===== src/rtl/clk_div_pkg.sv =====
package clk_div_pkg;
  localparam int unsigned CTRL_W    = 8;
  localparam int unsigned MCD_LSB   = 4;
  localparam int unsigned MCD_W     = 3;
  localparam int unsigned MCD_MAX   = 5;
  localparam int unsigned SCD_LSB   = 2;
  localparam int unsigned SCD_W     = 2;
  localparam int unsigned SCD_STEPS = 1 << SCD_W;
  localparam int unsigned SCD_MAX   = 1 << (SCD_STEPS - 1);
  localparam int unsigned MCD_CNT_W = $clog2(MCD_MAX);
  localparam int unsigned SCD_CNT_W = $clog2(SCD_MAX);

  // terminal count = ratio - 1; unused codes fall back to ratio 1
  function automatic logic [MCD_CNT_W-1:0] mcd_term(input logic [MCD_W-1:0] code);
    if (int'(code) < int'(MCD_MAX)) return MCD_CNT_W'(code);
    return '0;
  endfunction

  // code 0 is slowest, highest code is /1
  function automatic logic [SCD_CNT_W-1:0] scd_term(input logic [SCD_W-1:0] code);
    int sh;
    sh = int'(SCD_STEPS) - 1 - int'(code);
    return SCD_CNT_W'((1 << sh) - 1);
  endfunction
endpackage


===== src/rtl/clk_div_decode.sv =====
module clk_div_decode
  import clk_div_pkg::*;
(
  input  logic [CTRL_W-1:0]    ctrl_i,
  output logic [MCD_CNT_W-1:0] mcd_term_o,
  output logic [SCD_CNT_W-1:0] scd_term_o
);
  logic [MCD_W-1:0] mcd_code;
  logic [SCD_W-1:0] scd_code;

  assign mcd_code   = ctrl_i[MCD_LSB +: MCD_W];
  assign scd_code   = ctrl_i[SCD_LSB +: SCD_W];
  assign mcd_term_o = mcd_term(mcd_code);
  assign scd_term_o = scd_term(scd_code);
endmodule


===== src/rtl/clk_div_stage.sv =====
module clk_div_stage #(
  parameter int unsigned CNT_W    = 3,
  parameter int unsigned RST_TERM = 0
) (
  input  logic             clk_i,
  input  logic             rst_ni,
  input  logic             adv_i,
  input  logic [CNT_W-1:0] term_nxt_i,
  output logic             tick_o,
  output logic             level_o,
  output logic             mid_o,
  output logic             bypass_o
);
  logic [CNT_W-1:0] cnt_q, term_q;
  logic [CNT_W:0]   half_w, cnt_inc;
  logic             wrap;

  assign wrap    = (cnt_q == term_q);
  assign half_w  = ({1'b0, term_q} + (CNT_W+1)'(1)) >> 1;
  assign cnt_inc = {1'b0, cnt_q} + (CNT_W+1)'(1);

  always_ff @(posedge clk_i or negedge rst_ni) begin
    if (!rst_ni) begin
      cnt_q  <= '0;
      term_q <= CNT_W'(RST_TERM);
    end else if (adv_i) begin
      if (wrap) begin
        cnt_q  <= '0;
        term_q <= term_nxt_i;  // ratio swap only at terminal count
      end else begin
        cnt_q  <= cnt_q + 1'b1;
      end
    end
  end

  assign bypass_o = (term_q == '0);
  assign tick_o   = adv_i & wrap;
  assign level_o  = bypass_o | ({1'b0, cnt_q} < half_w);
  assign mid_o    = adv_i & ~bypass_o & (cnt_inc == half_w);
endmodule


===== src/rtl/clk_div_top.sv =====
module clk_div_top
  import clk_div_pkg::*;
(
  input  logic              clk_i,
  input  logic              rst_ni,
  input  logic [CTRL_W-1:0] ctrl_b_i,
  output logic              dmclk_en_o,
  output logic              dmclk_o,
  output logic              sclk_en_o,
  output logic              sclk_o,
  output logic              sclk_rise_o,
  output logic              sclk_fall_o
);
  logic [MCD_CNT_W-1:0] mcd_nxt;
  logic [SCD_CNT_W-1:0] scd_nxt;
  logic m_tick, m_level, m_mid, m_bypass;
  logic s_tick, s_level, s_mid, s_bypass;

  clk_div_decode u_dec (
    .ctrl_i     (ctrl_b_i),
    .mcd_term_o (mcd_nxt),
    .scd_term_o (scd_nxt)
  );

  clk_div_stage #(.CNT_W(MCD_CNT_W), .RST_TERM(0)) u_mstage (
    .clk_i      (clk_i),
    .rst_ni     (rst_ni),
    .adv_i      (1'b1),
    .term_nxt_i (mcd_nxt),
    .tick_o     (m_tick),
    .level_o    (m_level),
    .mid_o      (m_mid),
    .bypass_o   (m_bypass)
  );

  clk_div_stage #(.CNT_W(SCD_CNT_W), .RST_TERM(SCD_MAX-1)) u_sstage (
    .clk_i      (clk_i),
    .rst_ni     (rst_ni),
    .adv_i      (m_tick),
    .term_nxt_i (scd_nxt),
    .tick_o     (s_tick),
    .level_o    (s_level),
    .mid_o      (s_mid),
    .bypass_o   (s_bypass)
  );

  assign dmclk_en_o  = m_tick;
  assign dmclk_o     = m_level | m_bypass;
  assign sclk_en_o   = s_tick;
  // serial /1 mirrors the internal clock, including its falling strobe
  assign sclk_o      = s_bypass ? dmclk_o : s_level;
  assign sclk_rise_o = s_tick;
  assign sclk_fall_o = s_bypass ? m_mid : s_mid;
endmodule


===== config.mk =====
export PLATFORM = sky130hd
export DESIGN_NAME = clk_div_top
export DESIGN_NICKNAME = d
export VERILOG_FILES = /design/src/rtl/clk_div_pkg.sv /design/src/rtl/clk_div_decode.sv /design/src/rtl/clk_div_stage.sv /design/src/rtl/clk_div_top.sv
export SDC_FILE = /design/constraint.sdc
export NUM_CORES = 1
export LEC_CHECK = 0
export ABC_CLOCK_PERIOD_IN_PS = 2850
export BUFFER_PORTS_ARGS = -buffer_cell sky130_fd_sc_hd__buf_2
export CAP_MARGIN = 10
export CORE_ASPECT_RATIO = 1.4
export CORE_MARGIN = 3
export CORE_UTILIZATION = 50
export CTS_CLUSTER_SIZE = 28
export DETAILED_ROUTE_END_ITERATION = 6
export GPL_TIMING_DRIVEN = 0
export PLACE_DENSITY = 0.8
export SLEW_MARGIN = 10
export SYNTH_ARGS = -nofsm -noshare
export SYNTH_HDL_FRONTEND = slang
export SYNTH_SLANG_ARGS = --single-unit

===== constraint.sdc =====
create_clock -name clk_i -period 2.85 [get_ports clk_i]
set_clock_uncertainty 0.1 [all_clocks]
set_input_delay 0.285 -clock clk_i [delete_from_list [all_inputs] [get_ports clk_i]]
set_output_delay 0.285 -clock clk_i [all_outputs]
set_load 0.02 [all_outputs]

==> results.txt, run 1 <==
----------------------------------------------------
[Synthesis]
  Library cell with the largest summed area after synthesis ... sky130_fd_sc_hd__dfrtp_1
  Largest cells by area after synthesis ... sky130_fd_sc_hd__dfrtp_1 25%, sky130_fd_sc_hd__ha_1 16%, sky130_fd_sc_hd__xnor2_1 13%
  Cell with the most instances after synthesis ... sky130_fd_sc_hd__xnor2_1
  Fraction of post-synthesis cell area in the top cell type by area ... about a quarter
  Xor/xnor cell area share of the yosys netlist ... approximately 13%
  Dominant combinational cell family by area after synthesis ... simple AND/OR/NAND/NOR gates
  Mux contribution to synthesized area ... between 3 and 4%
  Synth top cells by count ... 13 x sky130_fd_sc_hd__xnor2_1, 12 x sky130_fd_sc_hd__ha_1, 9 x sky130_fd_sc_hd__dfrtp_1
  Sequential-to-total area share from yosys stat ... 33.4%
  Number of library cell types mapped by synthesis ... 35
  Average footprint of a synthesized cell ... 9.90 um2
  Post-Synth Adder-Cell Area ... between 15 and 20%
  Compound-cell area share of the yosys netlist ... 9.75%
  Share of synthesized cell area in and, or, nand and nor gates ... 17.2%
  Post-synthesis register bit count ... 12
  Area of the mapped netlist ... 911 um2
  Ys flop type ... sky130_fd_sc_hd__dfrtp_1
  Number of synthesis warnings ... 0
  Post-synthesis async set-or-reset flop share ... 100%
  Net count after synthesis ... 114
  Number of cells produced by synthesis ... slightly above 90
  Post-synth EDFFs ... 0

[Outcome]
  Run status ... completed

[Floorplan]
  Number of top-level pins ... 16
  Starting density of the core ... 55.6%
  Die Height ... ~57 um
  Row Count ... 17
  Overall die area ... 2380 um2
  Core ar. ... 1640 um2
  Width of the die ... 42.1 um

[Clocking]
  Clk pin slew, worst setup/hold paths ... roughly 0.08 ns
  CTS Root Cell ... sky130_fd_sc_hd__clkbuf_4
  Number of sinks driven by the clock tree ... 12
  Num CTS Buffers ... 3
  Count of H-tree levels built during CTS ... 1
  TritonCTS clock tree ... yes
  Insertion delay of the later-clocked pin in the worst-skew pair ... approximately 0.27 ns
  Resize count post-CTS ... 0
  Cts-stage hold buffer count ... 1
  Count of buffers added by post-CTS timing repair for setup ... 0
  Maximum number of buffers from clock root to sink ... 2

[GRT]
  GR Overflow Total ... 0
  Global routing usage summed across all routing layers ... about 16%
  Number of antenna violations at the first check in global routing ... 0
  Wire length of the first global-routing pass ... 2.95 mm
  Via count of the first global-routing pass ... 710
  Pin count of the biggest net entering global routing ... 13

[Detailed routing]
  Average wire per standard cell ... about 13 um
  # DRC ... 0
  Number of search-and-repair iterations in the first detailed-routing pass ... 4
  Via density per instance ... between 5 and 6
  Vias ... between 600 and 700
  1st-iter DRT viols ... 6
  DRT Wirelength ... about 1.7 mm
  Antenna Nets Post-Route ... 0
  Wl on met1 ... 632 um
  DR top layer ... met4
  Met3 wire length ... 46 um
  Met2 wire length ... roughly 960 um

[Critical path]
  Path type of the worst setup path ... reg -> out
  Setup crit start kind ... flop
  Critical path arrival ... approximately 2.2 ns
  CP required ... 2.47 ns
  Kind of capture point of the worst setup path ... primary output
  Max FO, Critical Path ... 4

[Timing]
  Setup violators final ... 0
  Maximum clock rate ... 0.387 GHz
  Worst Max-Slew Pin Slew ... 0.287 ns
  Summed negative setup slack over all endpoints ... 0 ns
  RSZ-0062 raised after global routing ... no
  Final Cycle Share ... 90.7%
  Number of hold violations in the final report ... 0
  Tightest slew margin relative to the limit ... about four fifths
  Final Max Slew Viols ... 0
  Final period demand of the worst path ... around 2.6 ns

[Pwr]
  Max IR drop VDD ... 0.615 mV
  Static power due to leakage ... 0.480 nW
  Power density normalized to cell area ... 1410 nW/um2

[Layout]
  Diode insertion count for antenna repair ... 0
  Layout Nets ... 132
  Number of filler instances in the final layout ... 139
  Count of non-filler cells in the finished layout ... 128
  Share of post-route cells with drive strength above 1 ... 26.6%
  Area added between synthesis and finish ... 14.3%

[Run]
  MaxCap Viol Count ... 0

[Place]
  Number of cells in the design after placement ... 123
  Port Buffers ... 12
  Global placement routability congestion ... 0.821
  HPWL Detailed ... ~1.4 mm

[Min path]
  Path class of the lowest-slack min-delay path ... in -> reg

----------------------------------------------------
-- worst max-delay path, stage by stage, from the launching register on --
cell,delay [ns]
sky130_fd_sc_hd__dfrtp_1,0.43
sky130_fd_sc_hd__ha_1,0.22
sky130_fd_sc_hd__xnor2_1,0.26
sky130_fd_sc_hd__ha_1,0.29
sky130_fd_sc_hd__nor2b_1,0.13
sky130_fd_sc_hd__o21a_1,0.16
sky130_fd_sc_hd__o21bai_1,0.14
sky130_fd_sc_hd__mux2_2,0.16
sky130_fd_sc_hd__buf_2,0.15
-- sequential cells by signal, indices dropped and copies added, names as in the netlist --
signal / cells
u_mstage.term_q: 3
u_sstage.cnt_q: 3
u_sstage.term_q: 3
u_mstage.cnt_q: 3
-- power by group --
part           switching, mW  internal (mW)
registers              0.116          0.268
logic                  0.510          0.447
clock network         0.0549         0.0776
-- through the flow --
stage | utilization [%] | total power, mW | area [um2] | hold slack [ns] | worst slack, ns
after floorplan | - | 1.13 | 911 | -0.111 | 0.452
after global placement | 60.7 | 1.31 | 995 | 0.0701 | 0.569
after detailed placement | 60.7 | 1.35 | 995 | 0.0702 | 0.543
after CTS | 63.6 | 1.49 | 1040 | 0.0805 | 0.244
after global routing | 63.6 | 1.62 | 1040 | 0.101 | 0.129
final | 63.6 | 1.47 | 1040 | 0.0819 | 0.266
-- metal layers --
| layer | GRT usage, % | vias to the layer above |
|---|---|---|
| met4 | 5.78 | 0 |
| met5 | 0 | - |
| met3 | 2.24 | 2 |
| li1 | - | 353 |
| met2 | 32.5 | 13 |
| met1 | 15.5 | 322 |
-- worst paths after layout --
check | cells after the start | from | slack, ns | end
worst min register to register | 1 | u_mstage.cnt_q[0] | 0.43 | u_mstage.cnt_q[0]
max in group asynchronous | 2 | rst_ni | 2.08 | u_sstage.term_q[1]
min in group asynchronous | 2 | rst_ni | 0.30 | u_sstage.cnt_q[1]
worst max-delay path | 8 | u_mstage.term_q[0] | 0.27 | sclk_o
worst min-delay path | 2 | ctrl_b_i[2] | 0.08 | u_sstage.term_q[2]
worst max register to register | 4 | u_sstage.term_q[0] | 1.23 | u_sstage.term_q[0]
-- cells by family after synthesis --
group / count (synthesis)
AND/OR/NAND/NOR: 26
AO/OA/AOI/OAI: 14
XOR/XNOR: 14
adder cells (fa/ha/maj): 12
flip-flops: 12
buffers and inverters: 11
multiplexers: 3
-- area by class of cell --
type	instances	area, um2	area share, %
Tap cell	19	23.8	2.28
Timing Repair Buffer	13	70.1	6.73
Buffer	2	18.8	1.80
Inverter	9	33.8	3.25
Sequential cell	12	304	29.2
Clock buffer	4	36.3	3.49
Multi-Input combinational cell	69	554	53.2
-- placed cells by master (no fill, tap or decap), drive strengths merged --
master	n
and2	1
o21a	1
nor2b	1
nor3	1
o21bai	1
and2b	1
o41ai	1
nand2	4
xor2	1
mux2i	1
xnor2	13
o31ai	1
dfrtp	9
nand3	9
a31oi	1
nand4b	1
nand2b	1
clkbuf	4
buf	14
inv	9
ha	12
mux2	2
o21ai	6
a21o	1
nand4	1
o2bb2ai	1
a21oi	1
dlygate4sd3	1
nor2	4
nand3b	2
dfstp	3
No activity file was read; power rests on OpenSTA's default activity.
==> inputs of run 2 (changes only) <==
- ABC_CLOCK_PERIOD_IN_PS: 2850 -> 2100
- CORE_UTILIZATION: 50 -> 49
- PLACE_DENSITY: 0.8 -> 0.81
- clock period: 2.85 -> 2.1 ns (I/O delays scaled with it)
==> results.txt, run 2 (synthesis results as in run 1) <==
----------------------------------------------------
[Layout]
  Final design area excluding fillers ... 1290 um2
  Commonest non-fill, non-tap cell in the layout ... sky130_fd_sc_hd__buf_4
  Diode insertion count for antenna repair ... 0
  Area added between synthesis and finish ... 41.9%
  Share of post-route cells with drive strength above 1 ... 44.9%
  Count of non-filler cells in the finished layout ... 146
  Footprint of the multi-input gates ... 652 um2
  Top library cells by usage in the layout, fill and taps aside ... 20 x sky130_fd_sc_hd__buf_4, 9 x sky130_fd_sc_hd__xnor2_1, 9 x sky130_fd_sc_hd__ha_1, 9 x sky130_fd_sc_hd__dfrtp_1, 8 x sky130_fd_sc_hd__buf_2
  Core Util, Final ... between 70% and 80%
  Number of filler instances in the final layout ... between 100 and 150
  Layout Nets ... 150
  Storage cell area ... 304 um2

[Place]
  DP Area ... 1000 um2
  Port Buffers ... 12
  Number of cells in the design after placement ... 123
  Global placement routability congestion ... 0.830
  Worst Setup Slack post-DPL ... -0.130 ns
  HPWL Detailed ... 1.51 mm

[GRT]
  Pin count of the biggest net entering global routing ... 13
  Number of antenna violations at the first check in global routing ... 0
  Global routing usage summed across all routing layers ... a little under a fifth
  GR Overflow Total ... 0
  Via count of the first global-routing pass ... a little under 800
  Wire length of the first global-routing pass ... ~3.5 mm

[Floorplan]
  Starting density of the core ... 54.9%
  Width of the die ... 42.4 um
  Row Count ... 17
  Number of top-level pins ... 16
  Overall die area ... around 2400 um2
  Core ar. ... 1660 um2
  Die Height ... 57.0 um

[Detailed routing]
  # DRC ... 0
  Antenna Nets Post-Route ... 0
  DRT Wirelength ... roughly 2.3 mm
  Average wire per standard cell ... 15.6 um
  Via density per instance ... 5.55
  1st-iter DRT viols ... 8
  Vias ... 810
  Number of search-and-repair iterations in the first detailed-routing pass ... 4

[Clocking]
  Insertion delay of the later-clocked pin in the worst-skew pair ... 0.27 ns
  Num CTS Buffers ... 3
  CTS Root Cell ... sky130_fd_sc_hd__clkbuf_4
  Count of H-tree levels built during CTS ... 1
  TritonCTS clock tree ... yes
  Maximum number of buffers from clock root to sink ... 2
  Number of sinks driven by the clock tree ... 12
  Clk pin slew, worst setup/hold paths ... 0.08 ns

[Critical path]
  Crit path max-delay family ... adder cells
  Worst R2R End ... u_sstage.term_q[2]
  Critical path cell sequence ... ha_2 > xnor2_2 > ha_1 > nor2b_4 > o21a_1 > o21bai_2 > mux2_2 > buf_4
  Worst reg2reg startpoint ... u_mstage.term_q[1]
  Minimum setup slack among reg-to-reg paths ... 0.22 ns
  Kind of capture point of the worst setup path ... primary output
  Buffers and inverters on the worst path ... 1
  Critical path arrival ... 2.08 ns
  CP required ... 1.79 ns
  Path type of the worst setup path ... reg -> out
  Max stage delay on crit path ... ~0.41 ns
  Cell count of the worst reg-to-reg path ... 7
  Setup crit start kind ... flop
  Critical Path Slowest Stage Cell ... sky130_fd_sc_hd__dfrtp_1
  Max FO, Critical Path ... 3

[Timing]
  Maximum clock rate ... 0.418 GHz
  Tightest slew margin relative to the limit ... about four fifths
  Final Max Slew Viols ... 0
  Worst path setup slack after routing ... -0.290 ns
  Final Cycle Share ... 114%
  Final period demand of the worst path ... 2.39 ns
  Number of hold violations in the final report ... 0
  Worst Max-Slew Pin Slew ... a little over 0.3 ns
  Setup violators final ... 3
  RSZ-0062 raised after global routing ... yes

[Outcome]
  Run status ... finished with violations
  Violations in the final reports ... setup timing

[Run]
  MaxCap Viol Count ... 0

[Min path]
  HP Start ... ctrl_b_i[6]
  Hold worst-path end ... u_mstage.term_q[2]
  Path class of the lowest-slack min-delay path ... in -> reg
  Cell depth of the worst min-delay path ... 3

----------------------------------------------------
==> run 2: cell types whose count changed in the layout (fill, tap and decap cells not counted), sizes merged <==
cell,previous run,this run
dlygate4sd3,1,3
buf,14,30
==> run 2: area by class of cell <==
cell class              instances  area share, %
clock buffers                   4           2.81
well taps                      19           1.84
inverters                       9           2.61
flip-flops and latches         12           23.5
multi-input cells              69           50.4
plain buffers                   2           1.45
repair buffers                 31           17.3
==> run 2: timing repair <==
item	CTS	global route
setup endpoints to repair	3	6
pin swaps	5	3
hold buffers	3	0
hold endpoints to repair	14	0
setup buffers	6	10
resized for setup	7	10
==> run 2: layer usage <==
layer / track usage (%) / wire length [um]
met1: 18.7 / 846
met2: 35.7 / 1330
met3: 4.10 / 56
met4: 8.44 / 51
met5: 0 / 0
==> run 2: worst max path at each step <==
stage / slack [ns] / from / depth (start not counted) / to
after detailed placement: -0.13 / u_mstage.term_q[0] / 8 / sclk_o
final: -0.29 / u_mstage.term_q[1] / 8 / sclk_o
after global placement: -0.07 / u_mstage.term_q[0] / 8 / sclk_o
after floorplan: -0.07 / u_mstage.term_q[0] / 7 / sclk_o
after CTS: -0.25 / u_mstage.term_q[1] / 8 / sclk_o
after global routing: -0.33 / u_mstage.term_q[1] / 8 / sclk_o
==> run 2: worst register-to-register path: cells and delay by family (launching register included) <==
kind / cells / cell delay (ns)
DFF: 1 / 0.41
buffers and inverters: 4 / 0.60
AOI/OAI and AO/OA: 1 / 0.32
and+or+nand+nor: 1 / 0.16
xor gates and xnor gates: 1 / 0.17
==> run 2: metrics by stage <==
| step | TNS (ns) | hold WS (ns) |
|---|---|---|
| finish | -0.665 | 0.0839 |
| global route | -0.875 | 0.111 |
| CTS | -0.545 | 0.0766 |
| detailed placement | -0.151 | -0.00202 |
| global placement | -0.0680 | -0.00494 |
| floorplan | -0.0730 | -0.186 |
Power of run 2 is left out: the tool's default activity adds up to more than one toggle a clock period on the data nets, which glitch-free logic cannot reach.
